### config.mk
export PLATFORM = sky130hd
export DESIGN_NAME = sup_reset_ctrl
export DESIGN_NICKNAME = d
export VERILOG_FILES = /design/src/rtl/sup_pkg.sv /design/src/rtl/sup_sync.sv /design/src/rtl/sup_mr_qual.sv /design/src/rtl/sup_wdog.sv /design/src/rtl/sup_stretch.sv /design/src/rtl/sup_reset_ctrl.sv
export SDC_FILE = /design/constraint.sdc
export NUM_CORES = 1
export LEC_CHECK = 0
export BUFFER_PORTS_ARGS = -buffer_cell sky130_fd_sc_hd__buf_2
export CAP_MARGIN = 20
export CORE_UTILIZATION = 40
export DETAILED_ROUTE_END_ITERATION = 10
export HOLD_SLACK_MARGIN = 0.06
export MAX_ROUTING_LAYER = met4
export PLACE_DENSITY_LB_ADDON = 0.15
export SYNTH_ARGS = -nofsm -noshare
export SYNTH_HDL_FRONTEND = slang
export SYNTH_HIERARCHICAL = 1
export SYNTH_SLANG_ARGS = --single-unit
### constraint.sdc
create_clock -name clk_i -period 3.25 [get_ports clk_i]
set_clock_uncertainty 0.15 [all_clocks]
set_input_delay 0.1625 -clock clk_i [delete_from_list [all_inputs] [get_ports clk_i]]
set_output_delay 0.1625 -clock clk_i [all_outputs]
set_load 0.01 [all_outputs]
### src/rtl/sup_pkg.sv
package sup_pkg;

   // decoded option index: upper pair picks the window, lower pair the stretch
   typedef struct packed {
      logic [1:0] wd_sel;
      logic [1:0] rst_sel;
   } opt_code_t;

   function automatic int unsigned stretch_us(logic [1:0] sel);
      case (sel)
         2'd0:    return 1400;
         2'd1:    return 28000;
         2'd2:    return 200000;
         default: return 1600000;
      endcase
   endfunction

   function automatic int unsigned window_us(logic [1:0] sel);
      case (sel)
         2'd0:    return 6200;
         2'd1:    return 102000;
         2'd2:    return 1600000;
         default: return 25600000;
      endcase
   endfunction

   // round up to whole ticks, never fewer than one
   function automatic int unsigned us_to_ticks(int unsigned us, int unsigned tick_us);
      int unsigned t;
      t = (us + tick_us - 1) / tick_us;
      return (t == 0) ? 1 : t;
   endfunction

endpackage

### src/rtl/sup_sync.sv
module sup_sync #(
   parameter int unsigned         WIDTH     = 1,
   parameter logic [WIDTH-1:0]    RESET_VAL = '0
) (
   input  logic             clk_i,
   input  logic             rst_ni,
   input  logic [WIDTH-1:0] d_i,
   output logic [WIDTH-1:0] q_o
);

   if (WIDTH < 1) begin : g_bad_width
      $error("sup_sync: WIDTH must be at least 1");
   end

   logic [WIDTH-1:0] stage1;
   logic [WIDTH-1:0] stage2;

   always_ff @(posedge clk_i or negedge rst_ni) begin
      if (!rst_ni) begin
         stage1 <= RESET_VAL;
         stage2 <= RESET_VAL;
      end else begin
         stage1 <= d_i;
         stage2 <= stage1;
      end
   end

   assign q_o = stage2;

endmodule

### src/rtl/sup_mr_qual.sv
module sup_mr_qual #(
   parameter int unsigned QUAL_TICKS  = 5,
   parameter int unsigned DELAY_TICKS = 3
) (
   input  logic clk_i,
   input  logic rst_ni,
   input  logic tick_i,
   input  logic req_ni,
   output logic mr_req_o
);

   localparam int unsigned QW = $clog2(QUAL_TICKS + 1);
   localparam int unsigned DW = $clog2(DELAY_TICKS + 1);

   if (QUAL_TICKS < 1 || DELAY_TICKS < 1) begin : g_bad_ticks
      $error("sup_mr_qual: qualification and delay need at least one tick");
   end

   logic [QW-1:0] low_cnt;
   logic [DW-1:0] dly_cnt;
   logic          qualified;

   assign qualified = (low_cnt == QW'(QUAL_TICKS));

   always_ff @(posedge clk_i or negedge rst_ni) begin
      if (!rst_ni) begin
         low_cnt <= '0;
         dly_cnt <= '0;
      end else if (req_ni) begin
         low_cnt <= '0;
         dly_cnt <= '0;
      end else if (tick_i) begin
         if (!qualified)
            low_cnt <= low_cnt + 1'b1;
         else if (dly_cnt != DW'(DELAY_TICKS))
            dly_cnt <= dly_cnt + 1'b1;
      end
   end

   assign mr_req_o = (dly_cnt == DW'(DELAY_TICKS));

   AST_MR_RISE_NEEDS_LOW: assert property (@(posedge clk_i) disable iff (!rst_ni)
      $rose(mr_req_o) |-> $past(!req_ni));
   AST_MR_DROPS_ON_HIGH: assert property (@(posedge clk_i) disable iff (!rst_ni)
      req_ni |=> !mr_req_o);

endmodule

### src/rtl/sup_wdog.sv
module sup_wdog #(
   parameter int unsigned WD_TICKS = 1240
) (
   input  logic clk_i,
   input  logic rst_ni,
   input  logic tick_i,
   input  logic act_i,
   input  logic clr_i,
   output logic expire_o
);

   localparam int unsigned WW = $clog2(WD_TICKS + 1);

   if (WD_TICKS < 1) begin : g_bad_window
      $error("sup_wdog: window needs at least one tick");
   end

   logic          act_prev;
   logic          act_edge;
   logic [WW-1:0] win_cnt;
   logic          at_end;

   assign act_edge = act_i ^ act_prev;
   assign at_end   = (win_cnt == WW'(WD_TICKS - 1));
   assign expire_o = !clr_i && tick_i && !act_edge && at_end;

   always_ff @(posedge clk_i or negedge rst_ni) begin
      if (!rst_ni) begin
         act_prev <= 1'b0;
         win_cnt  <= '0;
      end else begin
         act_prev <= act_i;
         if (clr_i || act_edge)
            win_cnt <= '0;
         else if (tick_i)
            win_cnt <= at_end ? '0 : win_cnt + 1'b1;
      end
   end

   AST_EDGE_RESTARTS: assert property (@(posedge clk_i) disable iff (!rst_ni)
      act_edge |=> (win_cnt == '0));
   AST_HELD_IN_RESET: assert property (@(posedge clk_i) disable iff (!rst_ni)
      clr_i |=> (win_cnt == '0));
   AST_EXPIRE_SINGLE: assert property (@(posedge clk_i) disable iff (!rst_ni)
      expire_o |=> !expire_o);

endmodule

### src/rtl/sup_stretch.sv
module sup_stretch #(
   parameter int unsigned RST_TICKS = 280
) (
   input  logic clk_i,
   input  logic rst_ni,
   input  logic tick_i,
   input  logic hold_i,
   output logic active_o
);

   localparam int unsigned CW = $clog2(RST_TICKS + 1);

   if (RST_TICKS < 1) begin : g_bad_stretch
      $error("sup_stretch: stretch needs at least one tick");
   end

   logic [CW-1:0] cnt;
   logic          active;

   always_ff @(posedge clk_i or negedge rst_ni) begin
      if (!rst_ni) begin
         active <= 1'b1;
         cnt    <= '0;
      end else if (hold_i) begin
         active <= 1'b1;
         cnt    <= '0;
      end else if (active && tick_i) begin
         if (cnt == CW'(RST_TICKS - 1)) begin
            active <= 1'b0;
            cnt    <= '0;
         end else begin
            cnt <= cnt + 1'b1;
         end
      end
   end

   assign active_o = active;

   AST_HOLD_ASSERTS: assert property (@(posedge clk_i) disable iff (!rst_ni)
      hold_i |=> active_o);
   AST_RISE_HAS_CAUSE: assert property (@(posedge clk_i) disable iff (!rst_ni)
      $rose(active_o) |-> $past(hold_i));
   AST_RELEASE_ON_TICK: assert property (@(posedge clk_i) disable iff (!rst_ni)
      $fell(active_o) |-> ($past(tick_i) && !$past(hold_i)));

endmodule

### src/rtl/sup_reset_ctrl.sv
module sup_reset_ctrl
   import sup_pkg::*;
#(
   parameter int unsigned TICK_US     = 1,
   parameter int unsigned OPTION      = 0,
   parameter bit          ACTIVE_HIGH = 1'b0,
   parameter int unsigned MR_QUAL_US  = 25,
   parameter int unsigned MR_DELAY_US = 12
) (
   input  logic clk_i,
   input  logic rst_ni,
   input  logic tick_i,
   input  logic supply_ok_i,
   input  logic mr_ni,
   input  logic wd_act_i,
   output logic rst_o
);

   localparam opt_code_t   OPT        = opt_code_t'(4'(OPTION));
   localparam int unsigned RST_TICKS  = us_to_ticks(stretch_us(OPT.rst_sel), TICK_US);
   localparam int unsigned WD_TICKS   = us_to_ticks(window_us(OPT.wd_sel), TICK_US);
   localparam int unsigned QUAL_TICKS = us_to_ticks(MR_QUAL_US, TICK_US);
   localparam int unsigned DLY_TICKS  = us_to_ticks(MR_DELAY_US, TICK_US);

   if (OPTION > 15) begin : g_bad_option
      $error("sup_reset_ctrl: OPTION must be 0..15");
   end
   if (TICK_US < 1) begin : g_bad_tick
      $error("sup_reset_ctrl: TICK_US must be at least 1");
   end

   // bit 0 supply-good, bit 1 manual (idle high), bit 2 activity
   logic [2:0] in_sync;
   logic       mr_req;
   logic       wd_expire;
   logic       hold;
   logic       rst_active;

   sup_sync #(.WIDTH(3), .RESET_VAL(3'b010)) u_sync (
      .clk_i  (clk_i),
      .rst_ni (rst_ni),
      .d_i    ({wd_act_i, mr_ni, supply_ok_i}),
      .q_o    (in_sync)
   );

   sup_mr_qual #(.QUAL_TICKS(QUAL_TICKS), .DELAY_TICKS(DLY_TICKS)) u_mr (
      .clk_i    (clk_i),
      .rst_ni   (rst_ni),
      .tick_i   (tick_i),
      .req_ni   (in_sync[1]),
      .mr_req_o (mr_req)
   );

   sup_wdog #(.WD_TICKS(WD_TICKS)) u_wd (
      .clk_i    (clk_i),
      .rst_ni   (rst_ni),
      .tick_i   (tick_i),
      .act_i    (in_sync[2]),
      .clr_i    (rst_active),
      .expire_o (wd_expire)
   );

   assign hold = !in_sync[0] || mr_req || wd_expire;

   sup_stretch #(.RST_TICKS(RST_TICKS)) u_str (
      .clk_i    (clk_i),
      .rst_ni   (rst_ni),
      .tick_i   (tick_i),
      .hold_i   (hold),
      .active_o (rst_active)
   );

   if (ACTIVE_HIGH) begin : g_pol_high
      assign rst_o = rst_active;
   end else begin : g_pol_low
      assign rst_o = !rst_active;
   end

   AST_SUPPLY_LOW_HOLDS: assert property (@(posedge clk_i) disable iff (!rst_ni)
      !in_sync[0] |=> rst_active);
   AST_EXPIRE_ONLY_RELEASED: assert property (@(posedge clk_i) disable iff (!rst_ni)
      wd_expire |=> $rose(rst_active));

endmodule

# Yosys cells after proc, flatten, opt, wreduce, memory -nomap -nowiden
# Cells that the tools add are included.
# word_totals
out_inout_bits,1
ff_bits,41
in_bits,6
# op_classes
n_addsub,4
bitwise_logic,1
reduce_logical,19
eq_ne,6
mux,16
# op_table
operator,count
2-to-1 mux 13 bit,3
2-to-1 mux 11 bit,3
2-to-1 mux 4 bit,4
2-to-1 mux 5 bit,3
adder 13 x 1 -> 13 bit (second input constant),1
== test 13 bit (second input constant),1
nonzero test 2 bit,6
adder 11 x 1 -> 11 bit (second input constant),1
== test 11 bit (second input constant),1
adder 5 x 1 -> 5 bit (second input constant),1
== test 5 bit (second input constant),1
adder 4 x 1 -> 4 bit (second input constant),1
== test 4 bit (second input constant),1
logical AND 1 bit,4
inequality test 4 bit (second input constant),1
AND reduction 2 bit,2
logical NOT 1 bit,3
logical OR 1 bit,3
2-to-1 mux 1 bit,3
AND reduction 3 bit,1
inequality test 2 bit (second input constant),1
XOR 1 bit,1

# Longest topological paths before layout
# Gate-level depths: netlist (run 1).
# logic_depth
depth_word,7
depth_mapped,10
depth_no_buf,9

# Modules after synthesis
# Netlist (run 1), hierarchy kept.
# modules_own_cells
mod,instances,area_each_um2,cells_each
sup_wdog,1,867.1,89
sup_stretch,1,625.6,65
sup_mr_qual,1,523.0,52
sup_sync,1,152.6,6
sup_reset_ctrl,1,12.5,2

# Least setup slack after synthesis (run 1)
# Ideal clock, no wire load.
# synth_timing
path_type,flip-flop to flip-flop
startpoint,register u_wd.win_cnt[0]
endpoint,register u_str.cnt[3]
t_required_ps,2969
stages_incl_launch_ff,11
setup_slack_ps,706
arrival_ps,2263
cell_sequence,dfrtp_1 ha_1 and2_1 nand4_4 buf_6 nor2_1 or3b_1 a21oi_1 or2_2 xor2_1 nor2_1
# synth_via
elab_chain_len,4
elab_cells_between_ends,5
classes_between,eq/ne (1); mux (1); reduce/logical (3)
# synth_rtl
element,line,rtl
"start, declared",sup_wdog.sv:20,logic [WW-1:0] win_cnt;
"start signal, assigned",sup_wdog.sv:36,win_cnt <= at_end ? '0 : win_cnt + 1'b1;
== test 13 bit (*),sup_wdog.sv:24,assign at_end = (win_cnt == WW'(WD_TICKS - 1));
logical AND 1 bit (*),sup_wdog.sv:25,assign expire_o = !clr_i && tick_i && !act_edge && at_end;
via wd_expire,sup_reset_ctrl.sv:35,logic wd_expire;
logical OR 1 bit (*),sup_reset_ctrl.sv:63,assign hold = !in_sync[0] || mr_req || wd_expire;
via hold,sup_reset_ctrl.sv:36,logic hold;
2-to-1 mux 11 bit / nonzero test 2 bit (equally long branches),n/a,
"end signal, assigned",sup_stretch.sv:32,cnt <= cnt + 1'b1;
"end, declared",sup_stretch.sv:17,logic [CW-1:0] cnt;
# The timed path passes the listed nets; every way through them passes the cells marked *.
# A chain may end at the register's enable or synchronous reset.

# Final worst setup path (run 1)
# layout_timing
startpoint,register u_wd.win_cnt[6]
endpoint,register u_str.cnt[9]
# The elaborated chain is that of the path after synthesis.

==> results of run 1 <==
[report_power, final]
group / total [mW] / internal [mW] / leakage (nW) / switching [mW]
Clock: 0.337 / 0.173 / 0.0455 / 0.164
Combinational: 0.0392 / 0.0139 / 0.359 / 0.0254
Sequential: 0.527 / 0.519 / 0.548 / 0.00764
[worst paths after layout]
| kind | startpoint | to | slack, ns | depth (start not counted) |
|---|---|---|---|---|
| worst min register to register | u_sync/stage1[2] | u_sync/q_o[2] | 0.20 | 0 |
| worst max-delay path | u_wd/win_cnt[6] | u_str/cnt[9] | 0.46 | 8 |
| max in group asynchronous | rst_ni | u_wd/win_cnt[9] | 1.99 | 2 |
| worst min-delay path | tick_i | u_str/cnt[1] | 0.15 | 3 |
| min in group asynchronous | rst_ni | u_mr/low_cnt[4] | 0.39 | 2 |
| worst max register to register | u_wd/win_cnt[6] | u_str/cnt[9] | 0.46 | 8 |
[area by class of cell]
| cell class | count | area [um^2] |
|---|---|---|
| fillers | 478 | 2786 |
| multi-input cells | 156 | 1067 |
| flip-flops and latches | 41 | 1030 |
| clock buffers | 8 | 90.09 |
| well taps | 70 | 87.58 |
| repair buffers | 11 | 77.57 |
| inverters | 9 | 33.78 |
[cells in the mapped netlist, drive strengths merged (3+ instances only)]
cell type	count
a21oi	9
a311oi	3
a31oi	15
and3	4
buf	6
dfrtp	38
dfstp	3
ha	6
inv	9
nand2	17
nand2b	4
nand3	11
nand3b	4
nand4	9
nor2	16
nor3	7
o21ai	5
or3	5
xnor2	5
xor2	6
[cell usage in the layout, fill, tap and decap left out, types with 2 or more instances in the layout]
cell and instances:
ha_1 6, a31oi_1 15, inv_1 8, a21oi_2 2
nand4_1 8, and3_1 4, nor2_1 16, xnor2_1 5
nand2b_1 4, dlygate4sd3_1 4, nand2_1 16, dfrtp_1 38
or2_2 2, nor4b_4 2, clkbuf_1 2, or3_1 4
xor2_1 6, a41oi_1 2, a21oi_1 7, nor4_1 2
o211ai_1 2, clkbuf_8 6, a311oi_1 3, nand3b_1 4
buf_2 6, nand3_1 11, dfstp_2 3, nor3_1 6
o21ai_0 5
[through the flow]
step / power, mW / setup WS, ns / std cells
2_1_floorplan: 0.5540 / 0.7057 / 214
3_3_place_gp: 0.5738 / 0.5591 / 283
3_5_place_dp: 0.5738 / 0.4834 / 283
4_1_cts: 0.9207 / 0.4614 / 295
5_1_grt: 0.9505 / 0.2262 / 295
6_report: 0.9036 / 0.4568 / 295
[critical path, stage by stage (launching register included)]
cell     delay, ns
dfrtp_1       0.49
nor4b_4       0.36
nand4_4       0.31
nor2_1        0.17
or3b_1        0.22
a21oi_1       0.15
or2_2         0.38
or3_1         0.35
a21oi_1       0.15
[kinds of logic (layout without fill, tap and decap cells)]
logic type	after synthesis	count (layout)	synth area share, %
simple gates	96	96	27.54
compound gates	41	41	12.56
flops	41	41	47.22
buf+inv	17	28	3.844
xor+xnor	11	11	4.418
fa+ha+maj	6	6	3.442
mux	2	2	0.9753
[layer usage]
metal  GRT usage [%]  up-vias  routed length [um]  share of wire [%]
li1                -      809                   -                  -
met1           23.48      762                2142                 52
met2           24.78       25                1790                 44
met3           3.704        2                 138                3.4
met4           5.556        0                  31               0.76
met5               -        -                   0                  0
[flip-flops by register name, indices dropped and copies added, names as in the netlist]
name            cells
u_wd/win_cnt       13
u_mr/low_cnt        5
u_mr/dly_cnt        4
u_str/cnt          11
u_sync/q_o          3
u_wd/act_prev       1
u_str/active_o      1
u_sync/stage1       3
[repair_timing]
action	4_1_cts	5_1_grt
hold buffers	4	0
setup buffers	0	0
endpoints found under the setup margin	0	0
hold endpoints to repair	41	0
resized for setup	0	0
==> out/results.ini, run 1 <==
[finish]
postLayoutCellArea_um2 = 2386
diodes = 0
area_delta_synth_final_pct = 9.409
nets = 236
final_layout_size_suffix_gt1_share_pct = 15.11
finalCoreUtilization_pct = 46.13

[route]
drcViolationCount = 0
post_drt_via_cell_ratio = 5.417
vias = 1598
antenna_left = 0
wl_per_cell_um = 13.91
detailedRoute.firstPassIterationCount = 6
route.final.wire_length_mm = 4.103
initialDrtViolationCount = 158

[logic_synthesis]
synth_warnings = 6
syn_area_um2 = 2181
ys.flop_type = dfrtp_1
synth_area_per_cell_um2 = 10.19
synthesis.instances = 214
synth_top_area_share_pct = 43.60
synth_area_leaders = dfrtp_1, a31oi_1, dfstp_2
register_bit_count_reported_by_yosys = 41
synth_sequential_area_ratio_pct = 47.22
synth_top_cell_by_area = dfrtp_1
mappedNetlistNets = 226
asyncSetResetFlopFracSynth_pct = 100.0
synth_enable_flop_cells = 0
synth.lib_cells_used.distinct = 53

[run_status]
outcome = completed

[place]
dp.final_hpwl_mm = 2.750
port_buffers = 6
routabilityCongestion = 0.7740
placedInstanceArea_um2 = 2256

[clocking]
cts_tree = done
cts.htree.levels = 2
cts_buffer_count = 5
cts.path.max_buffers = 2
root_buffer = clkbuf_8
clk_pin_slew_worst_paths_ns = 0.08
cts.sink_count = 41
clock_insertion_delay_worst_skew_ns = 0.28

[min_path]
min-delay-path-class = in2reg

[floorplan]
core.rowCount = 26
design.die.area_um2 = 5752
starting_density_pct = 42.16
floorplan.die.height_um = 75.84
die_w_um = 75.84
pin_count = 7
fp.coreArea_um2 = 5172

[grt]
grt_max_degree = 42
grt_overflow_total = 0
antenna_found_initial = 0
grt_pass1_vias = 1478
grt_pass1_wl_mm = 7.079
grt_use_total_pct = 17.01

[power_and_ir_drop]
power_leakage_nw = 0.9520
power_per_cell_area_nw_per_um2 = 378.7
max-vdd-ir-drop_v = 0.0002326

[job]
number_of_maximum_capacitance_violations = 0

[worst_setup_path]
critical_path.endpoint_type = flop
data_arrival_time_at_the_worst_slack_endpoint_ns = 2.86
cp.required_ns = 3.31
worstPathMaxFanout = 18
worst_setup_path_start_kind = flop
timing_worst_setup_path_type = reg2reg

[sta]
fin_worst_hold_slack_ns = 0.1504
max_slew.worst_pin.slew_ns = 0.9093
period_needed_ns = 2.793
setup_total_negative_slack_ns = 0
relSlewSlack_pct = 39.38
hold_violations = 0
rsz0062_at_grt = no
setup-violations-final = 0
slew_viol_final = 0
fmax_mhz = 358.0
post-route-period-util_pct = 85.95

(Power assumes the default switching activity.)
==> run 2, diff against run 1 <==
--- a/config.mk
+++ b/config.mk
@@ -7,7 +7,7 @@
 export LEC_CHECK = 0
 export BUFFER_PORTS_ARGS = -buffer_cell sky130_fd_sc_hd__buf_2
 export CAP_MARGIN = 20
-export CORE_UTILIZATION = 40
+export CORE_UTILIZATION = 45
 export DETAILED_ROUTE_END_ITERATION = 10
 export HOLD_SLACK_MARGIN = 0.06
 export MAX_ROUTING_LAYER = met4
==> out/results.ini, run 2 (synthesis results as in run 1) <==
[clocking]
cts.sink_count = 41
resize_count_post_cts = 0
cts.path.max_buffers = 2
cts_tree = done
root_buffer = clkbuf_8
cts_buffer_count = 5
cts.htree.levels = 2
clk_pin_slew_worst_paths_ns = 0.08
clock_insertion_delay_worst_skew_ns = 0.29

[sta]
post-route-period-util_pct = 85.28
fmax_mhz = 360.8
relSlewSlack_pct = 40.48
setup-violations-final = 0
hold_violations = 0
period_needed_ns = 2.772
max_slew.worst_pin.slew_ns = 0.8928
setup_total_negative_slack_ns = 0
rsz0062_at_grt = no
slew_viol_final = 0

[worst_setup_path]
cp_slowest_cell = a21oi_1
worst_setup_path_start_kind = flop
critical_path.endpoint_type = flop
data_arrival_time_at_the_worst_slack_endpoint_ns = 2.79
timing_worst_setup_path_type = reg2reg
reg_to_reg_start = u_wd/win_cnt[0]
critical_path.cell_chain = ha_1, and2_1, nand4_4, nor2_1, or3b_1, a21oi_1, or2_2, xor2_1, nor2_1
worstPathMaxFanout = 18
cp.required_ns = 3.27
cp_common_cell = nor2_1
worst_setup_path_startpoint = u_wd/win_cnt[0]
slowest_stage_delay_cp_ns = 0.50

[floorplan]
core.rowCount = 24
pin_count = 7
starting_density_pct = 48.42
design.die.area_um2 = 5129
fp.coreArea_um2 = 4504
floorplan.die.height_um = 71.62
die_w_um = 71.62

[finish]
final_layout_size_suffix_gt1_share_pct = 15.11
largest_reg_flops = 13
registers.top_by_ff_count = u_wd/win_cnt
nets = 236
area_delta_synth_final_pct = 7.975
top_regs = u_wd/win_cnt x13, u_str/cnt x11, u_mr/low_cnt x5
post_layout_nonfiller_instances = 277
most_frequent_standard_cell_in_the_layout_excluding_fill_and_tap_cells = dfrtp_1
fillers = 404
diodes = 0
commonest_cells_after_routing_fill_and_taps_aside = dfrtp_1, nand2_1, nor2_1

[route]
drcViolationCount = 0
post_drt_via_cell_ratio = 6.105
wl_per_cell_um = 15.18
route.final.wire_length_mm = 4.204
initialDrtViolationCount = 118
detailedRoute.firstPassIterationCount = 4
vias = 1691
antenna_left = 0

[place]
placed_cells = 265
dp.final_hpwl_mm = 2.865
port_buffers = 6
routabilityCongestion = 0.8060

[run_status]
outcome = completed

[power_and_ir_drop]
power_leakage_nw = 0.9487
power_per_cell_area_nw_per_um2 = 376.8
max-vdd-ir-drop_v = 0.0001788

[grt]
grt_pass1_wl_mm = 7.327
grt_max_degree = 42
grt_use_total_pct = 18.95
grt_overflow_total = 0
grt_pass1_vias = 1617
antenna_found_initial = 0

[min_path]
hold_path.startpoint = tick_i
min-delay-path-class = in2reg

[job]
number_of_maximum_capacitance_violations = 0

[run 2: cell types whose count changed in the layout (fill, tap and decap cells not counted)]
cell,previous run,this run
clkbuf_8,6,5
clkinv_2,0,1
[run 2: area by class of cell]
class                      instances  area, um^2  area share [%]
inverter                           9       33.78           1.435
multi-input combinational        156        1067           45.32
clock buffer                       7       76.32           3.241
sequential                        41        1030           43.73
clock inverter                     1       5.005          0.2125
tap                               52       65.06           2.763
timing repair buffer              11       77.57           3.294
[run 2: where the power goes]
part	leakage (nW)	internal, mW	switching (mW)
clock	0.0422	0.151	0.169
combinational	0.359	0.0140	0.0261
sequential	0.548	0.519	0.00810
[run 2: stage by stage]
| stage | instance area [um^2] | setup WS (ns) | hold slack (ns) | total power [mW] | util (%) |
|---|---|---|---|---|---|
| floorplan | 2181 | 0.7057 | -0.2831 | 0.5540 | - |
| global route | 2355 | 0.2322 | 0.1797 | 0.9262 | 52.28 |
| global placement | 2233 | 0.6060 | 0.1189 | 0.5718 | 49.58 |
| detailed placement | 2233 | 0.5028 | 0.1227 | 0.5741 | 49.58 |
| finish | 2355 | 0.4782 | 0.1399 | 0.8872 | 52.28 |
| CTS | 2355 | 0.4903 | 0.1274 | 0.9031 | 52.28 |
[run 2: critical path: cells and delay by family, from the launching register on]
| family | cells | cell delay (ns) |
|---|---|---|
| flops | 1 | 0.43 |
| compound gates | 1 | 0.50 |
| fa+ha+maj | 1 | 0.25 |
| xor+xnor | 1 | 0.14 |
| simple gates | 6 | 1.18 |
[run 2: timing repair]
item	4_1_cts	5_1_grt
buffers inserted	0	0
hold buffers	4	0
endpoints found under the hold margin	41	0
[run 2: worst paths after layout]
path	end	slack (ns)	depth (start not counted)
setup / recovery	u_str/cnt[3]	0.48	9
min in group asynchronous	u_str/cnt[5]	0.38	2
hold reg to reg	u_sync/q_o[2]	0.20	0
max in group asynchronous	u_wd/win_cnt[3]	2.00	2
hold / removal	u_str/cnt[1]	0.14	3
setup reg to reg	u_str/cnt[3]	0.48	9
[run 2: layer usage]
metal  global-route usage (%)  part of all wire (%)
met5                        -                     0
met3                    5.063                   5.4
met2                    28.30                    47
met1                    24.40                    47
met4                    8.061                   1.3
==> run 3, diff against run 2 <==
--- a/config.mk
+++ b/config.mk
@@ -14,5 +14,4 @@
 export PLACE_DENSITY_LB_ADDON = 0.15
 export SYNTH_ARGS = -nofsm -noshare
 export SYNTH_HDL_FRONTEND = slang
-export SYNTH_HIERARCHICAL = 1
 export SYNTH_SLANG_ARGS = --single-unit
==> out/results.ini, run 3 <==
[route]
post_drt_via_cell_ratio = 5.926
antenna_left = 0
initialDrtViolationCount = 45
drcViolationCount = 0
wl_per_cell_um = 15.50
route.final.wire_length_mm = 4.200
detailedRoute.firstPassIterationCount = 4
vias = 1606

[logic_synthesis]
synth_top_area_share_pct = 43.48
synth.lib_cells_used.distinct = 49
syn_area_um2 = 2187
synth.cells.most_frequent = dfrtp_1, nand2_1, nor2_1
compound_gate_portion_of_the_synthesized_area_pct = 13.44
synth_sequential_area_ratio_pct = 47.08
synth_area_per_cell_um2 = 10.37
synth_top_cell_by_area = dfrtp_1
synth_warnings = 0
synth_area_leaders = dfrtp_1, dfstp_2, xor2_1
mappedNetlistNets = 223
synthMostInstantiatedCell = dfrtp_1
multiplexer_area_fraction_after_synthesis_pct = 0.9153
register_bit_count_reported_by_yosys = 41
ys.flop_type = dfrtp_1
synth_enable_flop_cells = 0
asyncSetResetFlopFracSynth_pct = 100.0
synthXorXnorAreaFrac_pct = 5.549
area_share_of_and_or_nand_nor_cells_after_synthesis_pct = 25.29
synth_top_family_by_area = simple AND/OR/NAND/NOR gates
synth-adder-area-share_pct = 3.432
synthesis.instances = 211

[worst_setup_path]
critical_path.endpoint_type = flop
cp.required_ns = 3.23
cp_slowest_cell = o311ai_4
slowest_stage_delay_cp_ns = 0.54
worst_setup_path_start_kind = flop
critical_path.cell_chain = ha_1, and4_1, nand3_4, o311ai_4, a21oi_1
data_arrival_time_at_the_worst_slack_endpoint_ns = 2.08
worstPathMaxFanout = 12
timing_worst_setup_path_type = reg2reg

[place]
placedInstanceArea_um2 = 2211
dp.final_hpwl_mm = 2.934
port_buffers = 6
placed_cells = 259
routabilityCongestion = 0.8502

[sta]
setup-violations-final = 0
rsz0062_at_grt = no
hold_violations = 0
post-route-period-util_pct = 64.48
max_slew.worst_pin.slew_ns = 0.8995
fmax_mhz = 477.2
period_needed_ns = 2.096
relSlewSlack_pct = 40.03
slew_viol_final = 0
setup_total_negative_slack_ns = 0

[floorplan]
floorplan.die.height_um = 71.72
core.rowCount = 24
design.die.area_um2 = 5143
die_w_um = 71.72
starting_density_pct = 48.56
fp.coreArea_um2 = 4504
pin_count = 7

[finish]
most_frequent_standard_cell_in_the_layout_excluding_fill_and_tap_cells = dfrtp_1
final_layout_size_suffix_gt1_share_pct = 12.33
diodes = 0
largest_reg_flops = 13
postLayoutCellArea_um2 = 2333
commonest_cells_after_routing_fill_and_taps_aside = dfrtp_1, nand2_1, nor2_1
top_regs = u_wd.win_cnt x13, u_str.cnt x11, u_mr.low_cnt x5
nets = 230
final-seq-area_um2 = 1030
fillers = 425
multi_input_area_um2 = 1064
area_delta_synth_final_pct = 6.693
post_layout_nonfiller_instances = 271
registers.top_by_ff_count = u_wd.win_cnt

[power_and_ir_drop]
max-vdd-ir-drop_v = 0.0003544
power_leakage_nw = 0.9695
power_per_cell_area_nw_per_um2 = 379.8

[clocking]
clk_pin_slew_worst_paths_ns = 0.07
cts_buffer_count = 5
cts.sink_count = 41
resize_count_post_cts = 0
cts.htree.levels = 2
cts_tree = done
cts.path.max_buffers = 2
clock_insertion_delay_worst_skew_ns = 0.28
root_buffer = clkbuf_8

[grt]
grt_overflow_total = 0
grt_use_total_pct = 18.92
antenna_found_initial = 0
grt_pass1_wl_mm = 7.458
grt_pass1_vias = 1657
grt_max_degree = 42

[min_path]
min-delay-path-class = in2reg

[run_status]
outcome = completed

[job]
number_of_maximum_capacitance_violations = 0

## run 3: cell count changes in the layout (fill, tap and decap cells not counted), moves of 3 or more
cell	delta
o31ai_1	+4
a31oi_1	-10
and2_1	+3
a21oi_1	+4
nand3_1	+3
nand3b_1	-3
xor2_1	+3
nor3_1	-6
and3_1	+4
## run 3: layout make-up
class,count,share of cell area (%)
timing repair buffer,10,3.003
sequential,41,44.13
clock inverter,2,0.4290
multi-input combinational,154,45.58
tap,52,2.788
clock buffer,6,3.110
inverter,6,0.9651
## run 3: path summary, 6_finish.rpt
path / from / end / slack, ns / cells after the start
worst max register to register: u_wd.win_cnt[0] / u_str.cnt[10] / 1.15 / 5
worst min-delay path: tick_i / u_wd.win_cnt[8] / 0.18 / 3
max in group asynchronous: rst_ni / u_wd.win_cnt[8] / 2.00 / 2
min in group asynchronous: rst_ni / u_str.cnt[6] / 0.40 / 2
worst min register to register: u_sync.stage1[2] / u_sync.q_o[2] / 0.20 / 0
worst max-delay path: u_wd.win_cnt[0] / u_str.cnt[10] / 1.15 / 5
## run 3: what timing repair did
| action | CTS | global route |
|---|---|---|
| endpoints found under the hold margin | 41 | 0 |
| buffers inserted | 0 | 0 |
| hold buffers | 4 | 0 |
## run 3: cells by family after synthesis
logic type | count (synthesis)
xor+xnor | 13
compound gates | 41
mux | 2
fa+ha+maj | 6
flops | 41
buf+inv | 16
simple gates | 92
## run 3: per-stage QoR
step / hold WS [ns] / setup slack, ns / total power [mW] / util [%]
floorplan: -0.2831 / 1.533 / 0.5615 / -
global placement: 0.1194 / 1.277 / 0.5783 / 49.08
detailed placement: 0.1218 / 1.190 / 0.5811 / 49.08
CTS: 0.1660 / 1.156 / 0.8997 / 51.81
global route: 0.2033 / 0.9988 / 0.9236 / 51.81
finish: 0.1834 / 1.154 / 0.8863 / 51.81
## run 3: routing by layer
| layer | GRT usage, % | vias to the layer above | share of wire, % |
|---|---|---|---|
| met5 | - | - | 0 |
| li1 | - | 779 | - |
| met4 | 5.664 | 0 | 0.93 |
| met1 | 23.93 | 799 | 48 |
| met2 | 31.45 | 24 | 50 |
| met3 | 2.954 | 4 | 1.9 |
## run 3: where the power goes
group	internal [mW]	total (mW)	leakage [nW]	switching, mW
logic	0.0150	0.0447	0.377	0.0297
clock network	0.149	0.313	0.0450	0.164
registers	0.520	0.529	0.548	0.00902
total	0.684	0.886	0.969	0.203
## run 3: worst max-delay path: cells and delay by family, from the launching register on
kind | cells | cell delay [ns]
AOI/OAI and AO/OA | 2 | 0.65
and+or+nand+nor | 2 | 0.52
DFF | 1 | 0.41
adders and majority gates | 1 | 0.21
